--- src/rtl/psd_pkg.sv ---
package psd_pkg;
  localparam int A_BITS = 4;
  localparam int M_BITS = 11;
  localparam int W_BITS = A_BITS + M_BITS;

  function automatic logic [A_BITS-1:0] swallow_of(input logic [W_BITS-1:0] w);
    return w[A_BITS-1:0];
  endfunction

  function automatic logic [M_BITS-1:0] main_of(input logic [W_BITS-1:0] w);
    return w[W_BITS-1:A_BITS];
  endfunction

  // a ratio is defined only when the main count is nonzero and covers the swallow count
  function automatic logic word_valid(input logic [W_BITS-1:0] w);
    logic [M_BITS-1:0] a_ext;
    a_ext = M_BITS'(swallow_of(w));
    return (main_of(w) != '0) && (main_of(w) >= a_ext);
  endfunction
endpackage

--- src/rtl/psd_prescaler.sv ---
module psd_prescaler #(
  parameter int P = 16
) (
  input  logic clk,
  input  logic rst,
  input  logic swallow,
  output logic tick
);
  localparam int CW = $clog2(P + 1);
  logic [CW-1:0] cnt_q;
  logic [CW-1:0] last;

  assign last = swallow ? CW'(P) : CW'(P - 1);
  assign tick = (cnt_q == last);

  always_ff @(posedge clk) begin
    if (rst)       cnt_q <= '0;
    else if (tick) cnt_q <= '0;
    else           cnt_q <= cnt_q + 1'b1;
  end

  AST_PRESCALE_RANGE: assert property (@(posedge clk) disable iff (rst)
    cnt_q <= CW'(P));

  AST_MOD16_SHORT: assert property (@(posedge clk) disable iff (rst)
    (!swallow && !tick) |-> cnt_q < CW'(P - 1));
endmodule

--- src/rtl/psd_counters.sv ---
module psd_counters #(
  parameter int AW = 4,
  parameter int MW = 11
) (
  input  logic          clk,
  input  logic          rst,
  input  logic          tick,
  input  logic [AW-1:0] a_load,
  input  logic [MW-1:0] m_load,
  input  logic          load_ok,
  output logic          swallow,
  output logic          period_end
);
  logic [AW-1:0] a_q;
  logic [MW-1:0] m_q;
  logic          ok_q;
  logic          reload;

  assign swallow    = (a_q != '0);
  assign period_end = tick && (m_q <= MW'(1));
  assign reload     = rst || period_end;

  always_ff @(posedge clk) begin
    if (reload) begin
      a_q  <= a_load;
      m_q  <= m_load;
      ok_q <= load_ok;
    end else if (tick) begin
      if (swallow) a_q <= a_q - 1'b1;
      m_q <= m_q - 1'b1;
    end
  end

  AST_SWALLOW_FIRST: assert property (@(posedge clk) disable iff (rst)
    (ok_q && swallow) |-> (m_q >= MW'(a_q)));

  AST_MAIN_LIVE: assert property (@(posedge clk) disable iff (rst)
    ok_q |-> (m_q != '0));
endmodule

--- src/rtl/psd_halfrate.sv ---
module psd_halfrate (
  input  logic clk,
  input  logic rst,
  input  logic period_end,
  input  logic test_en,
  output logic pulse_q,
  output logic aux
);
  logic half_q;

  always_ff @(posedge clk) begin
    if (rst) begin
      pulse_q <= 1'b0;
      half_q  <= 1'b0;
    end else begin
      pulse_q <= period_end;
      half_q  <= half_q ^ period_end;
    end
  end

  assign aux = test_en & half_q;

  AST_PULSE_SINGLE: assert property (@(posedge clk) disable iff (rst)
    pulse_q |=> !pulse_q);

  AST_HALF_FOLLOWS: assert property (@(posedge clk) disable iff (rst)
    pulse_q |-> (half_q != $past(half_q)));

  AST_HALF_HOLDS: assert property (@(posedge clk) disable iff (rst)
    !pulse_q |-> $stable(half_q));

  AST_AUX_QUIET: assert property (@(posedge clk)
    !test_en |-> !aux);
endmodule

--- src/rtl/psd_divider.sv ---
module psd_divider
  import psd_pkg::*;
(
  input  logic              clk,
  input  logic              rst,
  input  logic [W_BITS-1:0] div_word,
  input  logic              test_en,
  output logic              div_pulse,
  output logic              aux_out,
  output logic              word_bad
);
  localparam int P = 1 << A_BITS;

  logic pre_tick;
  logic swallow;
  logic period_end;

  assign word_bad = !word_valid(div_word);

  psd_prescaler #(.P(P)) u_pre (
    .clk     (clk),
    .rst     (rst),
    .swallow (swallow),
    .tick    (pre_tick)
  );

  psd_counters #(.AW(A_BITS), .MW(M_BITS)) u_cnt (
    .clk        (clk),
    .rst        (rst),
    .tick       (pre_tick),
    .a_load     (swallow_of(div_word)),
    .m_load     (main_of(div_word)),
    .load_ok    (word_valid(div_word)),
    .swallow    (swallow),
    .period_end (period_end)
  );

  psd_halfrate u_half (
    .clk        (clk),
    .rst        (rst),
    .period_end (period_end),
    .test_en    (test_en),
    .pulse_q    (div_pulse),
    .aux        (aux_out)
  );

  AST_RESET_QUIET: assert property (@(posedge clk)
    rst |=> (!div_pulse && !aux_out));

  AST_END_ON_TICK: assert property (@(posedge clk) disable iff (rst)
    period_end |-> pre_tick);
endmodule

--- config.mk ---
export PLATFORM = sky130hd
export DESIGN_NAME = psd_divider
export DESIGN_NICKNAME = d
export VERILOG_FILES = /design/src/rtl/psd_pkg.sv /design/src/rtl/psd_prescaler.sv /design/src/rtl/psd_counters.sv /design/src/rtl/psd_halfrate.sv /design/src/rtl/psd_divider.sv
export SDC_FILE = /design/constraint.sdc
export NUM_CORES = 1
export LEC_CHECK = 0
export ABC_AREA = 1
export ABC_CLOCK_PERIOD_IN_PS = 2300
export BUFFER_PORTS_ARGS = -buffer_cell sky130_fd_sc_hd__buf_2
export CELL_PAD_IN_SITES_DETAIL_PLACEMENT = 1
export CELL_PAD_IN_SITES_GLOBAL_PLACEMENT = 1
export CORE_ASPECT_RATIO = 0.7
export CORE_MARGIN = 2
export CORE_UTILIZATION = 41
export DETAILED_ROUTE_END_ITERATION = 16
export PLACE_DENSITY_LB_ADDON = 0.15
export SYNTH_ARGS = -nofsm -noshare
export SYNTH_HDL_FRONTEND = slang
export SYNTH_SLANG_ARGS = --single-unit
--- constraint.sdc ---
create_clock -name clk -period 2.3 [get_ports clk]
set_input_delay 0.23 -clock clk [delete_from_list [all_inputs] [get_ports clk]]
set_output_delay 0.23 -clock clk [all_outputs]
set_load 0.02 [all_outputs]
==> results of run 1 <==
-- worst paths after layout --
check                                  from                         to  cells past startpoint
setup reg to reg     u_cnt.a_q[0]$_DFFE_PP_     u_cnt.a_q[3]$_DFFE_PP_                     10
hold reg to reg   u_pre.cnt_q[0]$_SDFF_PP0_  u_pre.cnt_q[0]$_SDFF_PP0_                      1
hold / removal                          rst  u_half.pulse_q$_SDFF_PP0_                      2
setup / recovery     u_cnt.a_q[0]$_DFFE_PP_     u_cnt.a_q[3]$_DFFE_PP_                     10
-- logic make-up (layout without fill, tap and decap cells) --
family | after synthesis | in the layout | share of synthesized area
AOI/OAI and AO/OA | 5 | 5 | 0.0166
and+or+nand+nor | 131 | 131 | 0.395
xor gates and xnor gates | 10 | 10 | 0.0580
buffers and inverters | 26 | 49 | 0.0730
DFF | 22 | 22 | 0.391
adders and majority gates | 8 | 8 | 0.0663
-- metal layers --
metal | track usage | vias up | part of all wire
li1 | - | 701 | -
met1 | 0.272 | 648 | 0.50
met2 | 0.353 | 17 | 0.46
met3 | 0.0446 | 6 | 0.028
met4 | 0.0545 | 0 | 0.010
met5 | 0 | - | 0
-- worst max-delay path, stage by stage (launching register included) --
cell	delay (ps)
edfxtp_1	360
inv_1	110
ha_1	190
nand3_1	140
nor2_1	150
nand2_1	100
nand2_2	110
nand2_4	150
nand3_1	120
nand2_1	60
inv_1	130
-- flip-flops by register name, summed over array words and instances, names as in the netlist --
name / count
u_cnt.a_q: 4
u_cnt.m_q: 11
u_half.half_q: 1
u_half.pulse_q: 1
u_pre.cnt_q: 5
-- cell usage in the layout, fill, tap and decap left out, types with 3 or more instances in the layout --
cell	instances
ha_1	8
nand3b_1	3
nor2_1	21
xor2_1	6
buf_2	20
buf_4	3
nand3_1	26
nor4_1	4
xnor2_1	4
nand2_1	63
dfxtp_1	7
edfxtp_1	15
nor3_1	5
inv_1	22
clkbuf_8	4
o21ai_0	3
-- area by class of cell --
class                      instances  area, um2  share of cell area
multi-input combinational        154        808               0.469
sequential                        22        591               0.343
timing repair buffer              23        123              0.0712
inverter                          22       82.6              0.0480
tap                               50       62.6              0.0363
clock buffer                       4       55.1              0.0320
-- per-stage QoR --
step	hold slack [ps]	instances	cell area (um2)	power (mW)
after floorplan	308	202	1510	0.600
after global placement	418	271	1670	0.655
after detailed placement	421	271	1670	0.668
after CTS	133	275	1720	0.950
after global routing	146	275	1720	0.992
final	137	275	1720	0.943
-- power breakdown --
| group | switching, mW | total, mW | internal (mW) |
|---|---|---|---|
| clock | 0.129 | 0.281 | 0.153 |
| sequential | 0.0273 | 0.484 | 0.456 |
| combinational | 0.109 | 0.178 | 0.0695 |
==> out/results.ini, run 1 <==
[synth]
synthFlopType = edfxtp_1
synth_common_cells = 63 x nand2_1, 26 x nand3_1, 22 x inv_1, 21 x nor2_1, 15 x edfxtp_1
yosysTopAreaCell = edfxtp_1
ys_seq_area_frac = 0.391
yosys.cell_types.count = 23
synth_warnings = 0
yosysMostFrequentCell = nand2_1
syn_avg_cell_area_um2 = 7.47
synth-seq-cells = 22
synth_top_cell_area_share = 0.299
synth_edf_count = 15
syn_nets = 228
synth_area_mm2 = 0.00151
syn_inst = 202
synthArstFlopShare = 0
synthTopCellsByArea = edfxtp_1 30%, nand2_1 16%, dfxtp_1 9.3%

[layout]
drive_above_1_share = 0.156
n_antenna_cell = 0
fin_nets = 252
fill_cells = 480
finish.utilization = 0.490
areaGrowthSynthToFinish_pct = 14.1

[clock_network]
htree_levels = 1
post-cts-setup-buffers = 0
ctsResizeCount = 0
postCtsHoldBufs = 0
clkSinkCount = 22
cts_max_path_buffers = 2
insertion_delay_ps = 260
path_clk_slew_ps = 90
root_buffer = clkbuf_8
cts_tree = yes
numCtsBuffers = 3

[placement]
portBuffers = 20
place_ws_ps = 411
dpl.hpwl_um = 3320
gp_congestion = 0.890

[timing]
fin_worst_skew_ps = 8.85
hold_violations = 0
tns_ps = 0
rsz0062_at_grt = no
worst_slack_ps = 393
finalSetupViolations = 0
max_freq_mhz = 524
max_slew_margin = 0.737
period_needed_ps = 1910
worst_pin_slew_ps = 390
finalCritPeriodShare = 0.829
slew_violations = 0

[die]
num_rows = 18
fp.dieH_um = 54.8
start_util = 0.429
boundaryPins = 21
fp.coreArea_mm2 = 0.00351
dieArea_mm2 = 0.00419
fp.dieW_um = 76.5

[routing]
route.vias.total = 1372
wire_per_inst_um = 14.6
firstDrtPassIters = 4
drc = 0
antenna_left = 0
routed_wl_um = 4010
detail_route.iter0.violations = 69
via_per_inst = 4.99

[grt]
grt_max_degree = 19
grt_pass1_wl_um = 6610
grtUsageTotal = 0.206
antenna_found_initial = 0
grt_pass1_vias = 1403
gr-total-overflow = 0

[setup_path]
crit_type = reg2reg
critPathCaptureType = flop
crit_required_ps = 2270
r2r_slack_ps = 390
arrival_ps = 1880
critPathMaxFanout = 18
start_kind = flop

[pwr]
powerDensity_mw_per_mm2 = 548
p_leak_nw = 0.848
ir_worst_vdd_mv = 0.343

[hold_path]
min_path_type = in2reg

[job]
maxCapViolCount = 0

[status]
outcome = complete, no violations

(Power assumes the default switching activity.)
==> inputs of run 2 (changes only) <==
--- a/config.mk
+++ b/config.mk
@@ -6,7 +6,7 @@
 export NUM_CORES = 1
 export LEC_CHECK = 0
 export ABC_AREA = 1
-export ABC_CLOCK_PERIOD_IN_PS = 2300
+export ABC_CLOCK_PERIOD_IN_PS = 1900
 export BUFFER_PORTS_ARGS = -buffer_cell sky130_fd_sc_hd__buf_2
 export CELL_PAD_IN_SITES_DETAIL_PLACEMENT = 1
 export CELL_PAD_IN_SITES_GLOBAL_PLACEMENT = 1
==> constraint.sdc (replaced) <==
create_clock -name clk -period 1.9 [get_ports clk]
set_input_delay 0.19 -clock clk [delete_from_list [all_inputs] [get_ports clk]]
set_output_delay 0.19 -clock clk [all_outputs]
set_load 0.02 [all_outputs]
==> run 2 against run 1 <==
Effect of this change: clock power is 3% higher; global-route usage is 0.83 points lower; critical path depth is 3 lower; via count is 2.9% higher; clock skew is 5.9 ps lower; die area stayed put; hold slack worse by 28 ps; critical endpoint is now u_cnt.m_q[8]$_DFFE_PP_.
==> out/results.ini, run 2 (same netlist as run 1, synthesis figures left out) <==
[status]
outcome = complete, no violations

[layout]
regMostFlops = u_cnt.m_q
fin_cells = 277
fin_nets = 254
n_antenna_cell = 0
final_common_cell = nand2_1
largest_reg_flops = 11
fill_cells = 481
reg.largest.list = u_cnt.m_q x11, u_pre.cnt_q x5, u_cnt.a_q x4
drive_above_1_share = 0.176
layout_common_cells = 63 x nand2_1, 26 x nand3_1, 20 x inv_1, 20 x nor2_1, 20 x buf_2
areaGrowthSynthToFinish_pct = 17.1

[setup_path]
critPathMaxFanout = 5
r2r_start = u_cnt.m_q[0]$_DFFE_PP_
cp_top_family = simple AND/OR/NAND/NOR gates
path_buf_inv = 1
start_kind = flop
crit_type = reg2reg
critPathCaptureType = flop
critPathSlowestCell = edfxtp_1
cp_cell_sequence = inv_1, ha_1, nand2_1, nor2_1, xor2_1, nand3_1, nand2_1
critPathMaxStageDelay_ps = 460
startpoint = u_cnt.m_q[0]$_DFFE_PP_
arrival_ps = 1860
crit_top_cell = nand2_1
crit_required_ps = 1910

[die]
dieArea_mm2 = 0.00419
fp.dieW_um = 76.5
start_util = 0.429
fp.coreArea_mm2 = 0.00351
boundaryPins = 21
fp.dieH_um = 54.8
num_rows = 18

[timing]
max_freq_mhz = 542
slew_violations = 0
finalCritPeriodShare = 0.971
worst_slack_ps = 54.8
max_slew_margin = 0.645
hold_violations = 0
finalSetupViolations = 0
period_needed_ps = 1850
tns_ps = 0
fin_worst_skew_ps = 2.99
worst_pin_slew_ps = 532

[pwr]
intPower_mw = 0.794
p_leak_nw = 0.839
combPwrFrac = 0.205
powerDensity_mw_per_mm2 = 624
power_frac_clock = 0.263
p_sw_mw = 0.308
swShare = 0.280
p_seq_frac = 0.531
ir_worst_vdd_mv = 0.314

[grt]
grt_pass1_vias = 1365
grtUsageTotal = 0.198
antenna_found_initial = 0
grt_pass1_wl_um = 6370
gr-total-overflow = 0
grt_max_degree = 19

[routing]
antenna_left = 0
route.vias.total = 1412
drc = 0
wire_per_inst_um = 15.1
firstDrtPassIters = 4
routed_wl_um = 4180
detail_route.iter0.violations = 49
via_per_inst = 5.10

[hold_path]
min_path_type = in2reg
worstHoldStart = rst

[clock_network]
clkSinkCount = 22
cts_tree = yes
path_clk_slew_ps = 70
htree_levels = 1
root_buffer = clkbuf_8
cts_max_path_buffers = 2
insertion_delay_ps = 260
numCtsBuffers = 3

[job]
maxCapViolCount = 0

[placement]
dpl.cell_count = 270
dpl.hpwl_um = 3320
gp_congestion = 0.862
place_ws_ps = 34.2
portBuffers = 20

## run 2: worst register-to-register path, stage by stage (launching register included)
cell and delay [ps]:
edfxtp_1 460, inv_1 190, ha_1 350, nand2_1 160, nor2_1 190, xor2_1 90, nand3_1 90, nand2_1 60
## run 2: path summary, 6_finish.rpt
path / end / slack, ps / depth (start not counted)
worst max-delay path: u_cnt.m_q[8]$_DFFE_PP_ / 50 / 7
worst min-delay path: u_half.pulse_q$_SDFF_PP0_ / 110 / 2
worst max register to register: u_cnt.m_q[8]$_DFFE_PP_ / 50 / 7
worst min register to register: u_pre.cnt_q[0]$_SDFF_PP0_ / 480 / 1
## run 2: area by class of cell
cell class,count,area (um2),share of cell area
inverters,22,82.6,0.0467
well taps,50,62.6,0.0354
clock buffers,4,45.0,0.0255
flip-flops and latches,22,591,0.334
repair buffers,25,150,0.0850
multi-input cells,154,836,0.473
## run 2: power by group through the flow
stage / clock, mW / sequential, mW / combinational, mW
2_1_floorplan: 0 / 0.587 / 0.140
3_3_place_gp: 0 / 0.593 / 0.200
3_5_place_dp: 0 / 0.596 / 0.214
4_1_cts: 0.308 / 0.585 / 0.215
5_1_grt: 0.323 / 0.589 / 0.256
6_report: 0.290 / 0.585 / 0.226
## run 2: through the flow
stage / utilization / hold WS (ps) / cell area (um2) / power [mW]
6_report: 0.503 / 109 / 1770 / 1.10
3_3_place_gp: 0.476 / 384 / 1670 / 0.793
2_1_floorplan: - / 268 / 1510 / 0.726
3_5_place_dp: 0.476 / 383 / 1670 / 0.810
4_1_cts: 0.489 / 101 / 1720 / 1.11
5_1_grt: 0.503 / 113 / 1770 / 1.17
## run 2: metal layers
metal	up-vias	track usage	routed length (um)
met5	-	0	0
met4	0	0.00909	0
met3	0	0.0347	112
met2	16	0.363	2140
met1	689	0.263	1920
li1	707	-	-
## run 2: what timing repair did
action / in CTS / in global routing
resized for setup: 0 / 7
setup buffers: 0 / 3
endpoints found under the setup margin: 0 / 19
hold buffers: 0 / 0
